**src/rtl/vtimer_pkg.sv**
```systemverilog
package vtimer_pkg;

   // Register indices within the 16-entry map
   localparam logic [3:0] IDX_PB    = 4'd0;
   localparam logic [3:0] IDX_PA    = 4'd1;
   localparam logic [3:0] IDX_DB    = 4'd2;
   localparam logic [3:0] IDX_DA    = 4'd3;
   localparam logic [3:0] IDX_C1LO  = 4'd4;
   localparam logic [3:0] IDX_C1HI  = 4'd5;
   localparam logic [3:0] IDX_L1LO  = 4'd6;
   localparam logic [3:0] IDX_L1HI  = 4'd7;
   localparam logic [3:0] IDX_C2LO  = 4'd8;
   localparam logic [3:0] IDX_C2HI  = 4'd9;
   localparam logic [3:0] IDX_SHF   = 4'd10;
   localparam logic [3:0] IDX_MODE  = 4'd11;
   localparam logic [3:0] IDX_PCTL  = 4'd12;
   localparam logic [3:0] IDX_FLG   = 4'd13;
   localparam logic [3:0] IDX_ENA   = 4'd14;
   localparam logic [3:0] IDX_PANH  = 4'd15;

   // Flag bit positions
   localparam int FLG_T1  = 6;
   localparam int FLG_T2  = 5;
   localparam int FLG_SHF = 2;

   // Indices backed by plain storage
   localparam logic [15:0] PLAIN_MASK = 16'b1001_1100_0000_1111;

   // Mode field value that allows timer 1 events
   localparam logic [1:0] T1_CONT = 2'b01;

endpackage

```
**src/rtl/vtimer_t1.sv**
```systemverilog
module vtimer_t1 #(
   parameter int BYTE_W = 8,
   parameter int CNT_W  = 16
) (
   input  logic              clk,
   input  logic              rst_n,
   input  logic              tick_i,
   input  logic              cont_i,
   input  logic              lat_lo_we_i,
   input  logic              lat_hi_we_i,
   input  logic              load_we_i,
   input  logic [BYTE_W-1:0] wdata_i,
   output logic [CNT_W-1:0]  cnt_o,
   output logic [CNT_W-1:0]  latch_o,
   output logic              hit_o
);

   logic [CNT_W-1:0] cnt_q, latch_q, nxt;

   // counts through all-ones before reloading
   always_comb nxt = (cnt_q == '1) ? latch_q : cnt_q - 1'b1;

   always_ff @(posedge clk or negedge rst_n) begin
      if (!rst_n) begin
         cnt_q   <= '1;
         latch_q <= '1;
      end else begin
         if (lat_lo_we_i) latch_q[BYTE_W-1:0]     <= wdata_i;
         if (lat_hi_we_i) latch_q[CNT_W-1:BYTE_W] <= wdata_i;
         if (load_we_i)   cnt_q <= {wdata_i, latch_q[BYTE_W-1:0]};
         else if (tick_i) cnt_q <= nxt;
      end
   end

   assign hit_o   = tick_i && !load_we_i && cont_i && (nxt == '0);
   assign cnt_o   = cnt_q;
   assign latch_o = latch_q;


   t1_reload_chk: assert property (@(posedge clk) disable iff (!rst_n)
      (tick_i && !load_we_i && cnt_q == '1) |=> cnt_q == $past(latch_q));

   t1_dec_chk: assert property (@(posedge clk) disable iff (!rst_n)
      (tick_i && !load_we_i && cnt_q != '1) |=> cnt_q == $past(cnt_q) - 1'b1);

   t1_hold_chk: assert property (@(posedge clk) disable iff (!rst_n)
      (!tick_i && !load_we_i) |=> $stable(cnt_q));

endmodule

```
**src/rtl/vtimer_t2.sv**
```systemverilog
module vtimer_t2 #(
   parameter int BYTE_W = 8,
   parameter int CNT_W  = 16
) (
   input  logic              clk,
   input  logic              rst_n,
   input  logic              tick_i,
   input  logic              lo_we_i,
   input  logic              hi_we_i,
   input  logic [BYTE_W-1:0] wdata_i,
   output logic [CNT_W-1:0]  cnt_o,
   output logic              hit_o
);

   logic [CNT_W-1:0]  cnt_q;
   logic [BYTE_W-1:0] lo_q;
   logic              armed_q;

   assign hit_o = tick_i && !hi_we_i && armed_q && (cnt_q == CNT_W'(1));

   always_ff @(posedge clk or negedge rst_n) begin
      if (!rst_n) begin
         cnt_q   <= '1;
         lo_q    <= '0;
         armed_q <= 1'b0;
      end else begin
         if (lo_we_i) lo_q <= wdata_i;
         if (hi_we_i) begin
            cnt_q   <= {wdata_i, lo_q};
            armed_q <= 1'b1;
         end else if (tick_i) begin
            cnt_q <= cnt_q - 1'b1;
            if (hit_o) armed_q <= 1'b0;
         end
      end
   end

   assign cnt_o = cnt_q;


   t2_wrap_chk: assert property (@(posedge clk) disable iff (!rst_n)
      (tick_i && !hi_we_i && cnt_q == '0) |=> cnt_q == '1);

   t2_oneshot_chk: assert property (@(posedge clk) disable iff (!rst_n)
      hit_o |=> !armed_q);

endmodule

```
**src/rtl/vtimer_irq.sv**
```systemverilog
module vtimer_irq #(
   parameter int          FLG_W    = 7,
   parameter logic [6:0]  IRQ_MASK = 7'h44
) (
   input  logic             clk,
   input  logic             rst_n,
   input  logic [FLG_W-1:0] set_i,
   input  logic [FLG_W-1:0] clr_i,
   input  logic             ena_we_i,
   input  logic [FLG_W:0]   wdata_i,
   output logic [FLG_W-1:0] flags_o,
   output logic [FLG_W-1:0] ena_o,
   output logic             irq_o
);

   logic [FLG_W-1:0] flags_q, ena_q;

   always_ff @(posedge clk or negedge rst_n) begin
      if (!rst_n) begin
         flags_q <= '0;
         ena_q   <= '0;
      end else begin
         // a new event wins over a clear in the same cycle
         flags_q <= (flags_q & ~clr_i) | set_i;
         if (ena_we_i) begin
            if (wdata_i[FLG_W]) ena_q <= ena_q | wdata_i[FLG_W-1:0];
            else                ena_q <= ena_q & ~wdata_i[FLG_W-1:0];
         end
      end
   end

   assign flags_o = flags_q;
   assign ena_o   = ena_q;
   assign irq_o   = |(flags_q & ena_q & IRQ_MASK);


   irq_off_chk: assert property (@(posedge clk) disable iff (!rst_n)
      ((ena_q & IRQ_MASK) == '0) |-> !irq_o);

   flg_clr_chk: assert property (@(posedge clk) disable iff (!rst_n)
      (|(clr_i & ~set_i)) |=> ((flags_q & $past(clr_i & ~set_i)) == '0));

   ena_set_chk: assert property (@(posedge clk) disable iff (!rst_n)
      (ena_we_i && wdata_i[FLG_W]) |=> ((ena_q & $past(wdata_i[FLG_W-1:0])) == $past(wdata_i[FLG_W-1:0])));

endmodule

```
**src/rtl/vtimer_regfile.sv**
```systemverilog
module vtimer_regfile
   import vtimer_pkg::*;
#(
   parameter int ADDR_W  = 16,
   parameter int SEL_LSB = 9,
   parameter int SEL_W   = 4,
   parameter int BYTE_W  = 8,
   parameter int CNT_W   = 16
) (
   input  logic              clk,
   input  logic              rst_n,
   input  logic [ADDR_W-1:0] addr_i,
   input  logic              wr_en_i,
   input  logic              rd_en_i,
   input  logic [BYTE_W-1:0] wdata_i,
   output logic [BYTE_W-1:0] rdata_o,
   input  logic              tick_i,
   input  logic              shift_strobe_i,
   output logic              irq_o
);

   localparam int NREG  = 1 << SEL_W;
   localparam int FLG_W = BYTE_W - 1;
   localparam logic [FLG_W-1:0] IRQ_MASK = FLG_W'((1 << FLG_T1) | (1 << FLG_SHF));

   initial begin
      cfg_byte_chk: assert (BYTE_W == 8) else $error("byte width must be 8");
      cfg_cnt_chk:  assert (CNT_W == 2 * BYTE_W) else $error("counter must be two bytes");
      cfg_sel_chk:  assert (SEL_W == 4 && SEL_LSB > 0 && SEL_LSB + SEL_W < ADDR_W)
         else $error("select field must fit inside the address");
   end

   logic [SEL_W-1:0] sel;
   logic             unused_addr;
   assign sel         = addr_i[SEL_LSB +: SEL_W];
   assign unused_addr = ^{addr_i[SEL_LSB-1:0], addr_i[ADDR_W-1:SEL_LSB+SEL_W]};

   logic wr, rd;
   assign wr = wr_en_i;
   assign rd = rd_en_i;

   // ---------------- plain storage ----------------
   logic [BYTE_W-1:0] plain_q [NREG];

   for (genvar g = 0; g < NREG; g++) begin : g_store
      if (PLAIN_MASK[g]) begin : g_reg
         always_ff @(posedge clk or negedge rst_n) begin
            if (!rst_n)                               plain_q[g] <= '0;
            else if (wr && sel == SEL_W'(g))          plain_q[g] <= wdata_i;
         end
      end else begin : g_none
         assign plain_q[g] = '0;
      end
   end

   // ---------------- timers ----------------
   logic [CNT_W-1:0] t1_cnt, t1_latch, t2_cnt;
   logic             t1_hit, t2_hit, t1_cont;

   assign t1_cont = (plain_q[IDX_MODE][BYTE_W-1 -: 2] == T1_CONT);

   vtimer_t1 #(.BYTE_W(BYTE_W), .CNT_W(CNT_W)) t1_i (
      .clk        (clk),
      .rst_n      (rst_n),
      .tick_i     (tick_i),
      .cont_i     (t1_cont),
      .lat_lo_we_i(wr && (sel == IDX_C1LO || sel == IDX_L1LO)),
      .lat_hi_we_i(wr && (sel == IDX_C1HI || sel == IDX_L1HI)),
      .load_we_i  (wr && sel == IDX_C1HI),
      .wdata_i    (wdata_i),
      .cnt_o      (t1_cnt),
      .latch_o    (t1_latch),
      .hit_o      (t1_hit)
   );

   vtimer_t2 #(.BYTE_W(BYTE_W), .CNT_W(CNT_W)) t2_i (
      .clk     (clk),
      .rst_n   (rst_n),
      .tick_i  (tick_i),
      .lo_we_i (wr && sel == IDX_C2LO),
      .hi_we_i (wr && sel == IDX_C2HI),
      .wdata_i (wdata_i),
      .cnt_o   (t2_cnt),
      .hit_o   (t2_hit)
   );

   // ---------------- flags and enables ----------------
   logic [FLG_W-1:0] flg_set, flg_clr, flags, ena;

   always_comb begin
      flg_set          = '0;
      flg_set[FLG_T1]  = t1_hit;
      flg_set[FLG_T2]  = t2_hit;
      flg_set[FLG_SHF] = shift_strobe_i;

      flg_clr = '0;
      if (wr && sel == IDX_FLG)                        flg_clr = wdata_i[FLG_W-1:0];
      if (wr && (sel == IDX_C1HI || sel == IDX_L1HI))  flg_clr[FLG_T1]  = 1'b1;
      if (rd && sel == IDX_C1LO)                       flg_clr[FLG_T1]  = 1'b1;
      if (rd && sel == IDX_C2LO)                       flg_clr[FLG_T2]  = 1'b1;
      if (rd && sel == IDX_SHF)                        flg_clr[FLG_SHF] = 1'b1;
   end

   vtimer_irq #(.FLG_W(FLG_W), .IRQ_MASK(IRQ_MASK)) irq_i (
      .clk     (clk),
      .rst_n   (rst_n),
      .set_i   (flg_set),
      .clr_i   (flg_clr),
      .ena_we_i(wr && sel == IDX_ENA),
      .wdata_i (wdata_i),
      .flags_o (flags),
      .ena_o   (ena),
      .irq_o   (irq_o)
   );

   // ---------------- read mux ----------------
   always_comb begin
      case (sel)
         IDX_C1LO: rdata_o = t1_cnt[BYTE_W-1:0];
         IDX_C1HI: rdata_o = t1_cnt[CNT_W-1:BYTE_W];
         IDX_L1LO: rdata_o = t1_latch[BYTE_W-1:0];
         IDX_L1HI: rdata_o = t1_latch[CNT_W-1:BYTE_W];
         IDX_C2LO: rdata_o = t2_cnt[BYTE_W-1:0];
         IDX_C2HI: rdata_o = t2_cnt[CNT_W-1:BYTE_W];
         IDX_FLG:  rdata_o = {|(flags & ena), flags};
         IDX_ENA:  rdata_o = {1'b1, ena};
         default:  rdata_o = plain_q[sel];
      endcase
   end


   t1_mode_chk: assert property (@(posedge clk) disable iff (!rst_n)
      (!flags[FLG_T1] && !t1_cont) |=> !flags[FLG_T1]);

   ena_rd_chk: assert property (@(posedge clk) disable iff (!rst_n)
      (rd && sel == IDX_ENA) |-> rdata_o[BYTE_W-1]);

   t2_noirq_chk: assert property (@(posedge clk) disable iff (!rst_n)
      (!flags[FLG_T1] && !flags[FLG_SHF]) |-> !irq_o);

endmodule

```
**config.mk**
```make
export PLATFORM = sky130hd
export DESIGN_NAME = vtimer_regfile
export DESIGN_NICKNAME = d
export VERILOG_FILES = /design/src/rtl/vtimer_pkg.sv /design/src/rtl/vtimer_t1.sv /design/src/rtl/vtimer_t2.sv /design/src/rtl/vtimer_irq.sv /design/src/rtl/vtimer_regfile.sv
export SDC_FILE = /design/constraint.sdc
export NUM_CORES = 1
export LEC_CHECK = 0
export ABC_CLOCK_PERIOD_IN_PS = 5500
export BUFFER_PORTS_ARGS = -buffer_cell sky130_fd_sc_hd__buf_2
export CAP_MARGIN = 10
export CORE_MARGIN = 2
export CORE_UTILIZATION = 60
export DETAILED_ROUTE_END_ITERATION = 16
export PLACE_DENSITY = 0.78
export SLEW_MARGIN = 15
export SYNTH_ARGS = -nofsm -noshare
export SYNTH_HDL_FRONTEND = slang
export SYNTH_HIERARCHICAL = 1
export SYNTH_SLANG_ARGS = --single-unit
```
**constraint.sdc**
```tcl
create_clock -name clk -period 5.5 [get_ports clk]
set_input_delay 0.55 -clock clk [delete_from_list [all_inputs] [get_ports clk]]
set_output_delay 0.55 -clock clk [all_outputs]
set_load 0.005 [all_outputs]
```
==> impl_results.md <==
* DRT iter0 DRCs at 584
* Synth-to-layout area growth at 9.923%
* Vias in the first global route at 5769
* Skew-Pair Late Insertion Delay at 420 ps
* Crit-path cells: buf_2, inv_1, nor2_1, a32oi_1, o221a_2, a2bb2oi_1, buf_2
* Post-synthesis cell count at 720
* Final nets at 761
* Synth Area in Simple Gates at 0.1346
* Status: complete, no violations
* Buffers & Inverters on Critical Path at 3
* Worst Hold Class: input pin to async pin
* Reg area at roughly 3400 um2
* Critical Path AT at 2830 ps
* Share of layout cells above drive strength 1 at 0.2977
* Yosys cell types at 79
* Die H at 116.9 um
* Area of the multi-input gates at between 3000 and 4000 um2
* CP top delay family: buffers and inverters
* Synth Area in Compound Gates at 0.1678
* DP HPWL at 13990 um
* Adder-cell share of the synthesized area at 0.006550
* Residual DRC at 0
* CP Capture Type: output port
* EDFF count, synth at 0
* Power per cell area at 433.2 nW/um2
* Top-count cell post-synth: dfrtp_1
* Final Hold Viols at 0
* DRT Pass-1 Iters at 5
* Clock sink total at around 140
* Async set or reset register ratio after synthesis at 1.000
* Switching share of power at 0.3247
* Chip width at 116.9 um
* Skew final at 5.925 ps
* RSZ-0062 raised after global routing: no
* Share of the synthesized area in the top cell type at 0.2849
* Die ar. at 13650 um2
* Gate power share at 0.225
* P_sw at 1.181 mW
* Ports at 39
* Worst path slowest cell: nor2_1
* Core ar. at approximately 13000 um2
* Largest fanout on the critical path at 25
* Overflow after GRT at 0
* Vias at 6075
* Slew margin rel. at 0.2803
* Global-route wire length before repair at 33330 um
* Mux contribution to synthesized area at 0.1657
* FF+latch count, synth at 135
* Slowest stage delay, CP at slightly below 700 ps
* Post-CTS Setup Repair Bufs at 0
* Antenna viol nets, final at 0
* Sequential element share of the synthesized area at 0.4500
* Post-cts resize count at 0
* Max Cap Viol at 0
* Largest family of logic cells by synthesized area: compound AO/OA/AOI/OAI gates
* Fmax at between 200 and 300 MHz
* Final period utilization at 0.6140
* Initial Util at 0.6105
* CP dominant cell by count: buf_2
* Routed WL at 21120 um
* Ranking of synthesized cells by area: dfrtp_1 28%, dfstp_2 17%, mux2_2 13%, o21ai_0 3.3%, nand2_1 2.7%
* Mean Syn Cell Area at 10.61 um2
* Final min period at approximately 3400 ps
* Cts bufs inserted at 17
* Synthesized area at 7641 um2
* CTS tree: yes
* YS warnings at 6
* IO buf count at 26
* Most frequent cells after synthesis: 87 x dfrtp_1, 85 x mux2_2, 54 x nand2_1
* Inserted Diodes at 0
* Peak supply drop at 0.2661 mV
* RePlAce Congestion at around 0.96
* Overall Power at 3.638 mW
* Worst-margin pin slew at between 1000 and 1500 ps
* Fin Hold WS at approximately 130 ps
* Synth Area in XOR/XNOR at 0.03324
* WP data required at 4950 ps
* Antenna violations before repair at 0
* Crit path kind: input pin to output port
* Pleak at 3.273 nW
* Sequential share of power at 0.465
* Gr usage total at 0.3283
* Worst-path clk slew at 50 ps
* DR vias/cell at 6.668
* Fillcell total at roughly 1000
* Clock share of power at 0.309
* Wirelength per Cell at around 23 um
* Pins over their slew limit at 0
* CP startpoint kind: input pin
* Internal power at 2.457 mW
* Final setup viols at 0
* Root Driver: clkbuf_16
* Final TNS setup at 0 ps
* Ys flop type: dfrtp_1
* Rows at 41
* H-tree Lvls at 4
* CTS Buffer Depth at 2
* Pin count of the biggest net entering global routing at 69
* Synth area leader: dfrtp_1
* Post-CTS Hold Fix Bufs at 0
## layer usage
metal	GRT usage	vias to the layer above	routed length, um
li1	-	2683	-
met1	0.4552	3050	9001
met2	0.5145	297	10130
met3	0.05870	45	1367
met4	0.1373	0	619
met5	0	-	0
## area by class of cell
type	instances	share of cell area
clock buffers	21	0.05482
well taps	172	0.02562
clock inverters	10	0.01430
repair buffers	31	0.02071
inverters	22	0.009832
multi-input cells	520	0.4654
flip-flops and latches	135	0.4094
## state kept, by name (all words and copies together) (netlist names), named ones only
name	cells
t1_i/latch_o	16
irq_i/flags_o	7
t1_i/cnt_o	16
t2_i/cnt_o	16
plain_q	64
t2_i/armed_q	1
t2_i/lo_q	8
## placed cells by master, fill, tap and decap left out, drive strengths merged, types with 8 or more instances in the layout
cell,instances
a21o,11
dfstp,48
nand2,55
mux4,8
nand3,18
o2bb2ai,8
xor2,14
a21oi,31
nor2,45
o21ai,57
nand4,8
a31oi,8
nor3,16
nor4,9
buf,31
a22oi,15
mux2,92
clkbuf,21
xnor2,15
inv,23
dfrtp,87
## kinds of logic (layout without fill, tap and decap cells)
kind of cell,Yosys count,count (layout)
fa+ha+maj,4,4
xor+xnor,29,29
mux,105,105
simple gates,187,187
buf+inv,68,84
compound gates,191,191
flops,135,135
other cells,1,4
## through the flow
stage / cells / setup WS (ps) / util / instance area, um2
finish: 911 / 2123 / 0.6710 / 8399
global route: 911 / 1987 / 0.6710 / 8399
CTS: 911 / 2185 / 0.6702 / 8389
detailed placement: 880 / 2108 / 0.6239 / 7809
global placement: 880 / 2180 / 0.6239 / 7809
floorplan: 723 / 2887 / - / 7652
## power groups by stage
stage / Combinational [mW] / Sequential, mW / Clock, mW
floorplan: 0.675 / 1.53 / 0
global placement: 0.773 / 1.68 / 0
detailed placement: 0.801 / 1.69 / 0
CTS: 0.810 / 1.68 / 1.14
global route: 0.895 / 1.72 / 1.18
finish: 0.820 / 1.69 / 1.13
## worst paths after layout
check,from,slack [ps],end,depth (start not counted)
max in group asynchronous,rst_n,4090,async pin,2
setup reg to reg,t1_i/cnt_o[0],2370,irq_i/flags_o[6],8
setup / recovery,addr_i[11],2120,rdata_o[1],7
hold / removal,rst_n,130,t2_i/lo_q[0],1
min in group clk,shift_strobe_i,340,irq_i/flags_o[2],2
hold reg to reg,t2_i/armed_q,480,t2_i/armed_q,1
Note: power is estimated with default switching activity, not from simulation.
